===== config.mk =====
export PLATFORM = sky130hd
export DESIGN_NAME = synth_pfd
export DESIGN_NICKNAME = d
export VERILOG_FILES = /design/src/rtl/synth_pfd.sv
export SDC_FILE = /design/constraint.sdc
export NUM_CORES = 1
export LEC_CHECK = 0
export ABC_AREA = 1
export BUFFER_PORTS_ARGS = -buffer_cell sky130_fd_sc_hd__buf_4
export CAP_MARGIN = 30
export CORE_MARGIN = 2
export CORE_UTILIZATION = 65
export CTS_BUF_LIST = sky130_fd_sc_hd__clkbuf_8
export DETAILED_ROUTE_END_ITERATION = 6
export PLACE_DENSITY = 0.87
export SETUP_SLACK_MARGIN = 0.3
export SLEW_MARGIN = 25
export SYNTH_ARGS = -nofsm -noshare
export SYNTH_HDL_FRONTEND = slang
export SYNTH_SLANG_ARGS = --single-unit

===== constraint.sdc =====
create_clock -name clk -period 4.6 [get_ports clk]
set_input_delay 0.23 -clock clk [delete_from_list [all_inputs] [get_ports clk]]
set_output_delay 0.23 -clock clk [all_outputs]
set_load 0.02 [all_outputs]

===== src/rtl/synth_pfd.sv =====
`timescale 1ns/1ps
module synth_pfd #(
  parameter int N_MIN      = 9500,
  parameter int N_MAX      = 10000,
  parameter int DIV_W      = 14,
  parameter int OVERLAP    = 2,
  parameter int LOCK_RUN   = 8,
  parameter int LOCK_SLACK = 2
) (
  input  logic             clk,
  input  logic             rst,
  input  logic             ref_in,
  input  logic             div_load,
  input  logic [DIV_W-1:0] div_value,
  input  logic             swap_pol,
  output logic             pump_up,
  output logic             pump_dn,
  output logic             fb_tick,
  output logic             locked
);
  localparam int OV_W = $clog2(OVERLAP + 1);
  localparam int WC_W = $clog2(OVERLAP + LOCK_SLACK + 2) + 1;
  localparam int LK_W = $clog2(LOCK_RUN + 1);
  localparam logic [DIV_W-1:0] N_LO    = DIV_W'(N_MIN);
  localparam logic [DIV_W-1:0] N_HI    = DIV_W'(N_MAX);
  localparam logic [OV_W-1:0]  OV_LAST = OV_W'(OVERLAP - 1);
  localparam logic [WC_W-1:0]  WC_MAX  = '1;
  localparam logic [WC_W-1:0]  GOOD_LIM = WC_W'(OVERLAP + LOCK_SLACK);
  localparam logic [LK_W-1:0]  RUN_MAX = LK_W'(LOCK_RUN);

  logic [2:0]       ref_s;
  logic [DIV_W-1:0] cnt, n_pend;
  logic             ref_flag, fb_flag;
  logic [OV_W-1:0]  ovl;
  logic [WC_W-1:0]  wcnt;
  logic [LK_W-1:0]  good;

  wire ref_rise = ref_s[1] & ~ref_s[2];
  wire in_range = (div_value >= N_LO) && (div_value <= N_HI);
  wire both     = ref_flag & fb_flag;
  wire clr      = both && (ovl == OV_LAST);

  assign fb_tick = (cnt == '0);
  assign pump_dn = swap_pol ? fb_flag : ref_flag;
  assign pump_up = swap_pol ? ref_flag : fb_flag;
  assign locked  = (good == RUN_MAX);

  always_ff @(posedge clk) begin
    if (rst) ref_s <= '0;
    else     ref_s <= {ref_s[1:0], ref_in};
  end

  always_ff @(posedge clk) begin
    if (rst) begin
      n_pend <= N_LO;
      cnt    <= N_LO - 1'b1;
    end else begin
      if (div_load && in_range) n_pend <= div_value;
      cnt <= fb_tick ? n_pend - 1'b1 : cnt - 1'b1;
    end
  end

  always_ff @(posedge clk) begin
    if (rst) begin
      ref_flag <= 1'b0;
      fb_flag  <= 1'b0;
      ovl      <= '0;
      wcnt     <= '0;
      good     <= '0;
    end else begin
      ref_flag <= (ref_flag & ~clr) | ref_rise;
      fb_flag  <= (fb_flag & ~clr) | fb_tick;
      ovl      <= (both && !clr) ? ovl + 1'b1 : '0;
      if (clr)                                  wcnt <= '0;
      else if ((ref_flag | fb_flag) && wcnt != WC_MAX) wcnt <= wcnt + 1'b1;
      if (clr) begin
        if (wcnt < GOOD_LIM) good <= locked ? good : good + 1'b1;
        else                 good <= '0;
      end
    end
  end


  tick_single_chk: assert property (@(posedge clk) disable iff (rst)
    fb_tick |=> !fb_tick);


  reset_quiet_chk: assert property (@(posedge clk)
    rst |=> (!pump_up && !pump_dn && !locked));


  lock_on_compare_chk: assert property (@(posedge clk) disable iff (rst)
    $rose(locked) |-> $past(clr));


  ref_edge_src_chk: assert property (@(posedge clk) disable iff (rst)
    $rose(ref_flag) |-> $past(ref_s[1]));

  generate
    if (OVERLAP > 1) begin : g_ovl_chk

      overlap_hold_chk: assert property (@(posedge clk) disable iff (rst)
        $rose(pump_up && pump_dn) |=> (pump_up && pump_dn));
    end
  endgenerate
endmodule


Yosys cells after proc, flatten, opt, wreduce, memory -nomap -nowiden. Index checks and enable logic that the tools add are counted.

Add/subtract/negate cells: 5. Order comparisons: 3. Equal/unequal tests: 4. Muxes and demuxes: 5. Bitwise gates (word level): 10. Reductions and logical operators: 10.

Operators by type and width (number): $sub 14x1->14 const B (2); $ge 14x14->1 const B (1); $le 14x14->1 const B (1); $logic_not 14->1 (1); $mux 14 (1); $add 4x1->4 const B (2); $mux 4 (2); $logic_and 1x1->1 (5); $and 1x1->1 (4); $eq 4x4->1 const B (1); $lt 4x3->1 const B (1); $ne 4x4->1 const B (1); $reduce_or 2->1 (2); $not 1->1 (3); $or 1x1->1 (3); $add 2x1->2 const B (1); $eq 2x1->1 const B (1); $mux 1 (2); $ne 2x2->1 const B (1); $reduce_and 2->1 (1); $logic_not 1->1 (1).

Bits in registers: 43. Input bits: 19. Word-level logic and storage cells: 45.

Depth between registers and ports, before layout. Gate-level depths: netlist of the first run.

Word-level depth: 6. Depth in mapped cells: 14.

Least setup slack after synthesis of the first run. No wires, ideal clock.

Path kind: register to register. From: register cnt[1]. To: register cnt[12]. Setup time: 115 ps. Arrival: 1648 ps. Data required time: 4485 ps. Setup slack: 2837 ps. Stages on the path, launching flop included: 15. Buffers on the path: 1. Period minus slack after synthesis: 1763 ps. Cells stage by stage: dfxtp_1 nor2_1 nand2_1 nor2_2 buf_6 nand3_1 nand2_2 ha_1 nand3_1 inv_1 nand2_1 nor2_1 nand3_1 nand2_1 nor2_1.

Longest elaborated chain between the ends: 2. Elaborated cells on any way between the ends: 3. Those cells by class: add/sub: 1; mux: 1; reduce/logical: 1.

Ends and longest elaborated chain: start, declared (RTL line 32) `logic [DIV_W-1:0] cnt, n_pend;`; start signal, assigned (RTL line 56) `cnt <= N_LO - 1'b1;`; start signal, assigned (RTL line 59) `cnt <= fb_tick ? n_pend - 1'b1 : cnt - 1'b1;`; $sub 14x1->14 or $logic_not 14->1 (tied branches) (RTL line 59, 43); $mux 14 (*) (RTL line 59).

Mark *: on every way between the ends. The rest lies on a longest branch, timed or not. A chain may end at the register's enable or synchronous reset.

Final worst setup path of the first run.
From: register cnt[12]. To: register cnt[10].

Longest elaborated chain between the ends: 2.

Ends and longest elaborated chain: $logic_not 14->1 (RTL line 43) `assign fb_tick = (cnt == '0);`; $mux 14 (RTL line 59).

Every way passes these cells.

==> run summary, run 1 <==
Register area: 861 um2
Area share of the largest cell type after synthesis: 0.409
Chip Height: 60.9 um
Dpl hpwl: 3030 um
Die span in x: 60.9 um
Synth Warn #: 0
RSZ-0062 raised after global routing: false
Global-route wire length before repair: 7310 um
Synthesized instance count: 304
Initial drt markers: 151
Crit-path cells: nor2_1 > nand2_1 > nor2_2 > nand2_1 > nand2_1 > nand2_2 > ha_1 > nand3_1 > inv_1 > nand2_1 > nor2_1 > nand3_1 > nand3_1
Clk_lat worst skew: 290 ps
Area growth syn-to-layout: 13.3%
Total grt overflow: 0
Core Area: 3080 um2
CP dominant cell by count: nand2_1
Leak pwr: 1.10 nW
Core Rows: 20
Top_reg_cell synth: dfxtp_1
Flop pwr share: 0.542
Ranking of synthesized cells by area: dfxtp_1 41%, nand2_1 11%, inv_1 8.7%, nand3_1 8.1%, nor2_1 7.0%
Via count: 1932
WP data required: 4750 ps
Slowest CP cell: nor2_2
Fill cells: 245
Wire length per cell: 11.5 um
Starting density of the core: 0.683
Post-route design area: 2380 um2
Period minus WS final: 2330 ps
Routed vias/inst: 5.22
Switching Share: 0.212
Max_cap viols: 0
Pwr Density: 295 nW/um2
WL final: 4270 um
CTS tree: yes
Endpoints failing setup: 0
Skew final: 5.83 ps
Startpoint Class: flip-flop
Multi-input combinational cell area: 1020 um2
Overall Power: 0.000704 W
I/O pins: 23
Maximum vdd drop: 0.199 mV
CTS H-Tree Depth: 2
Setup bufs post-CTS: 0
Final setup TNS: 0 ps
HP Class: in2reg
Nets@finish: 350
ANT cells: 0
Layout cell share with drive strength beyond 1: 0.117
Crit path max fanout: 15
CTS clk-pin slew, worst paths: 80 ps
Sequential element share of the synthesized area: 0.409
Post-synth EDFFs: 0
PortBufs: 22
CTS Sinks: 43
Crit path capture type: flip-flop
GR Util All Layers: 0.266
Period utilization: 0.506
Root Buffer: clkbuf_8
Combinational share of power: 0.066
Clock power share: 0.392
Clock Path Buffers: 2
Placed instance area: 2280 um2
First-pass DRT Iterations: 4
Final Max Slew Viols: 0
Initial antenna violation count: 0
# hold bufs at CTS: 0
Most common cell in the netlist: nand2_1
Synth Register Bits: 43
Final hold vios: 0
Status: finished clean
Post-Synthesis Net Count: 328
Internal power: 0.000555 W
Final GP Congestion: 0.883
Synthesized area: 2100 um2
Worst path arrival time: 2470 ps
Mean post-synth cell area: 6.92 um2
Die area: 3710 um2
Fmax: 430 MHz
Ys async rst share: 0
Vias in the first global route: 1756
TritonCTS buffer count: 5
Yosys top cell by area: dfxtp_1
Number of nets with antenna violations after routing: 0
Drc violations: 0
Largest net degree at the start of global routing: 22
CTS resizes: 0
Most instantiated cells after synthesis: 63 x nand2_1, 49 x inv_1, 43 x dfxtp_1
Worst path max stage delay: 440 ps
Sw Pwr: 0.000149 W
Actual slew at the worst max-slew pin: 661 ps
CP delay by family, top: simple AND/OR/NAND/NOR gates
Synth cell types: 32
Buf/Inv on CP: 1
Max-slew headroom: 0.559
Kind of critical path: reg2reg
## metal layers
metal	up-vias	GRT usage	share of wire	wire, um
li1	1016	-	-	-
met1	830	0.370	0.47	2020
met4	0	0.109	0.022	96
met5	-	0	0	0
met3	12	0.0746	0.071	302
met2	74	0.390	0.43	1860
## path summary, 6_finish.rpt
| kind | from | end | slack [ps] | cells after the start |
|---|---|---|---|---|
| worst max register to register | cnt[12] | cnt[10] | 2270 | 13 |
| worst min register to register | ref_s[0] | ref_s[1] | 410 | 2 |
| worst max-delay path | cnt[12] | cnt[10] | 2270 | 13 |
| worst min-delay path | ref_in | ref_s[0] | 140 | 3 |
## flip-flops by register name (all words and copies together), names as in the netlist
signal and count:
cnt 14, ref_s 3, n_pend 14, fb_flag 1
good 4, ovl 2, ref_flag 1, wcnt 4
## worst reg2reg max path, delay by kind of cell (launching register included)
family / cells / cell delay (ps)
buf+inv: 1 / 70
fa+ha+maj: 1 / 220
simple gates: 11 / 1570
flops: 1 / 330
## power by group through the flow
| stage | Sequential, W | Clock [W] | Combinational, W |
|---|---|---|---|
| after floorplan | 0.000389 | 0 | 0.0000269 |
| after global placement | 0.000390 | 0 | 0.0000451 |
| after detailed placement | 0.000390 | 0 | 0.0000460 |
| after CTS | 0.000381 | 0.000281 | 0.0000462 |
| after global routing | 0.000382 | 0.000295 | 0.0000521 |
| final | 0.000382 | 0.000276 | 0.0000463 |
## cell families (layout without fill, tap and decap cells)
logic type,Yosys count,in the layout,synth area share
xor+xnor,2,2,0.00833
simple gates,156,156,0.334
buf+inv,56,78,0.108
fa+ha+maj,5,5,0.0297
compound gates,42,42,0.111
flops,43,43,0.409
## metrics by stage
| step | setup slack, ps | hold slack [ps] | instances | util |
|---|---|---|---|---|
| detailed placement | 2380 | 401 | 363 | 0.741 |
| CTS | 2330 | 132 | 370 | 0.774 |
| finish | 2270 | 138 | 370 | 0.774 |
| floorplan | 2840 | 337 | 304 | - |
| global placement | 2470 | 391 | 363 | 0.741 |
| global route | 2010 | 141 | 370 | 0.774 |
## cell type report
cell class,count,share of cell area
well taps,44,0.0231
clock inverters,2,0.0142
flip-flops and latches,43,0.361
repair buffers,22,0.0693
multi-input cells,205,0.426
clock buffers,5,0.0289
inverters,49,0.0772
## layout by cell type (no fill, tap or decap), drive strengths merged
cell type | synthesis | routed
nand4 | 5 | 5
nand2 | 66 | 66
bufinv | 0 | 1
nand3b | 1 | 1
inv | 49 | 50
nor2 | 43 | 43
o21ai | 14 | 14
nor3 | 2 | 2
a211oi | 2 | 2
o22ai | 1 | 1
dfxtp | 43 | 43
ha | 5 | 5
o211ai | 2 | 2
nand3 | 36 | 36
xnor2 | 1 | 1
o32ai | 1 | 1
clkbuf | 3 | 5
a21oi | 19 | 19
buf | 4 | 22
a21o | 1 | 1
or2 | 1 | 1
o21a | 1 | 1
and2 | 1 | 1
a221oi | 1 | 1
nor4 | 1 | 1
xor2 | 1 | 1
Note: power is estimated with default switching activity, not from simulation.
==> inputs of run 2 (changes only) <==
--- a/config.mk
+++ b/config.mk
@@ -9,10 +9,10 @@
 export BUFFER_PORTS_ARGS = -buffer_cell sky130_fd_sc_hd__buf_4
 export CAP_MARGIN = 30
 export CORE_MARGIN = 2
-export CORE_UTILIZATION = 65
+export CORE_UTILIZATION = 54
 export CTS_BUF_LIST = sky130_fd_sc_hd__clkbuf_8
 export DETAILED_ROUTE_END_ITERATION = 6
-export PLACE_DENSITY = 0.87
+export PLACE_DENSITY = 0.77
 export SETUP_SLACK_MARGIN = 0.3
 export SLEW_MARGIN = 25
 export SYNTH_ARGS = -nofsm -noshare
==> constraint.sdc (replaced) <==
create_clock -name clk -period 1.9 [get_ports clk]
set_input_delay 0.095 -clock clk [delete_from_list [all_inputs] [get_ports clk]]
set_output_delay 0.095 -clock clk [all_outputs]
set_load 0.02 [all_outputs]
==> run summary, run 2 (synthesis gave the netlist of run 1 again) <==
CP delay by family, top: simple AND/OR/NAND/NOR gates (unchanged)
CTS clk-pin slew, worst paths: 90 ps (was 80 ps)
ANT cells: 0 (unchanged)
R2R depth: 11 (was 13)
Crit path capture type: flip-flop (unchanged)
Actual slew at the worst max-slew pin: 485 ps (was 661 ps)
Commonest non-fill, non-tap cell in the layout: inv_1 (was nand2_1)
Buf/Inv on CP: 1 (unchanged)
Worst path max stage delay: 340 ps (was 440 ps)
Crit path depth: 11 (was 13)
Largest net degree at the start of global routing: 19 (was 22)
WL final: 5790 um (was 4270 um)
Root Buffer: clkbuf_8 (unchanged)
Crit path max fanout: 7 (was 15)
Placed insts: 372 (was 363)
Area growth syn-to-layout: 32.2% (was 13.3%)
Slowest CP cell: dfxtp_2 (was nor2_2)
CTS H-Tree Depth: 2 (unchanged)
Dpl hpwl: 3310 um (was 3030 um)
Startpoint Class: flip-flop (unchanged)
Final core utilization: 0.748 (was 0.774)
Kind of critical path: reg2reg (unchanged)
Routed vias/inst: 5.60 (was 5.22)
Wire length per cell: 14.5 um (was 11.5 um)
Initial drt markers: 223 (was 151)
Crit-path cells: nor2_2 > nand2_2 > nor2_4 > nand3_2 > nand2_4 > ha_4 > nand3_4 > inv_4 > nand2_4 > o21ai_1 > nand3_1 (was nor2_1 > nand2_1 > nor2_2 > nand2_1 > nand2_1 > nand2_2 > ha_1 > nand3_1 > inv_1 > nand2_1 > nor2_1 > nand3_1 > nand3_1)
Chip Height: 66.4 um (was 60.9 um)
Hold depth: 3 (unchanged)
Die span in x: 66.4 um (was 60.9 um)
Clk_lat worst skew: 300 ps (was 290 ps)
Core Area: 3720 um2 (was 3080 um2)
Leak pwr: 1.25 nW (was 1.10 nW)
First-pass DRT Iterations: 6 (was 4)
Top Registers: cnt: 14 flops, n_pend: 14 flops (unchanged)
HP Class: in2reg (unchanged)
Clock Path Buffers: 2 (unchanged)
Status: finished clean (unchanged)
Global-route wire length before repair: 8030 um (was 7310 um)
Core Rows: 22 (was 20)
Worst path arrival time: 2040 ps (was 2470 ps)
WHS: 10.8 ps (was 138 ps)
PortBufs: 22 (unchanged)
CTS Sinks: 43 (unchanged)
CTS tree: yes (unchanged)
Final GP Congestion: 0.943 (was 0.883)
Via count: 2230 (was 1932)
Layout cell share with drive strength beyond 1: 0.286 (was 0.117)
Initial antenna violation count: 0 (unchanged)
Non-filler cells in the finished layout: 398 (was 370)
Commonest cells after routing, fill and taps aside: 49 x inv_1, 48 x nand2_1, 41 x dfxtp_1, 41 x buf_4, 32 x nor2_1 (was 63 x nand2_1, 50 x inv_1, 43 x dfxtp_1)
Final hold vios: 0 (unchanged)
Endpoints failing setup: 0 (unchanged)
Nets@finish: 374 (was 350)
Skew final: 12.0 ps (was 5.83 ps)
CP dominant cell by count: nand2_4 (was nand2_1)
Total grt overflow: 0 (unchanged)
I/O pins: 23 (unchanged)
Drc violations: 0 (unchanged)
Vias in the first global route: 1842 (was 1756)
Max-slew headroom: 0.673 (was 0.559)
Pwr Density: 638 nW/um2 (was 295 nW/um2)
Period minus WS final: 1870 ps (was 2330 ps)
Max_cap viols: 0 (unchanged)
Final Max Slew Viols: 0 (unchanged)
Die area: 4410 um2 (was 3710 um2)
Final setup TNS: 0 ps (unchanged)
TritonCTS buffer count: 5 (unchanged)
GR Util All Layers: 0.244 (was 0.266)
WP data required: 2070 ps (was 4750 ps)
Period utilization: 0.984 (was 0.506)
Fmax: 535 MHz (was 430 MHz)
RSZ-0062 raised after global routing: true (was false)
Number of nets with antenna violations after routing: 0 (unchanged)
Maximum vdd drop: 0.495 mV (was 0.199 mV)
Starting density of the core: 0.566 (was 0.683)
## run 2: cell types whose count changed in the layout (fill, tap and decap cells not counted), moves of 5 or more
| cell | previous run | this run |
|---|---|---|
| buf_4 | 22 | 41 |
| buf_6 | 0 | 5 |
| nand2_1 | 63 | 48 |
| nand2_2 | 3 | 13 |
| nand2_4 | 0 | 5 |
| nand3_1 | 34 | 26 |
| nand3_2 | 1 | 7 |
| nor2_1 | 39 | 32 |
| nor2_4 | 2 | 7 |
## run 2: final timing paths
kind                start         to  slack [ps]
max               cnt[10]     cnt[8]          30
max reg2reg       cnt[10]     cnt[8]          30
min          div_value[8]  n_pend[8]          10
min reg2reg      ref_s[0]   ref_s[1]         420
## run 2: cell type report
class                      instances  area, um2
tap                               48       60.1
fill                             259        935
timing repair buffer              46        364
clock inverter                     2       33.8
clock buffer                       5       68.8
sequential                        43        863
inverter                          49        186
multi-input combinational        205       1200
## run 2: power breakdown
group	internal, W	leakage (nW)	switching [W]	total [W]
Sequential	0.000915	0.348	0.0000104	0.000926
Combinational	0.0000723	0.849	0.0000853	0.000158
Clock	0.000380	0.0554	0.000311	0.000692
## run 2: worst register-to-register path, delay by kind of cell, from the launching register on
kind            cells  cell delay (ps)
flops               1              340
fa+ha+maj           1              150
simple gates        8             1000
compound gates      1              150
buf+inv             1               90
## run 2: what timing repair did
item                       4_1_cts  5_1_grt
setup buffers                    9        9
hold buffers                     0        0
resized for setup               17       31
pin swaps                       13       23
gates cloned                     0        1
setup endpoints to repair       13       18
## run 2: per-layer routing
layer  vias up  share of wire  track usage
met4         0          0.027        0.112
met2       118           0.48        0.383
met1      1030           0.41        0.316
met3        16          0.079       0.0545
met5         -              0            0
li1       1066              -            -
## run 2: through the flow
| stage | power, W | instance area (um2) | worst slack (ps) |
|---|---|---|---|
| 3_5_place_dp | 0.00107 | 2380 | 74.1 |
| 3_3_place_gp | 0.00106 | 2380 | 138 |
| 4_1_cts | 0.00175 | 2600 | 180 |
| 5_1_grt | 0.00183 | 2780 | -12.8 |
| 6_report | 0.00177 | 2780 | 30.2 |
| 2_1_floorplan | 0.00101 | 2160 | 282 |
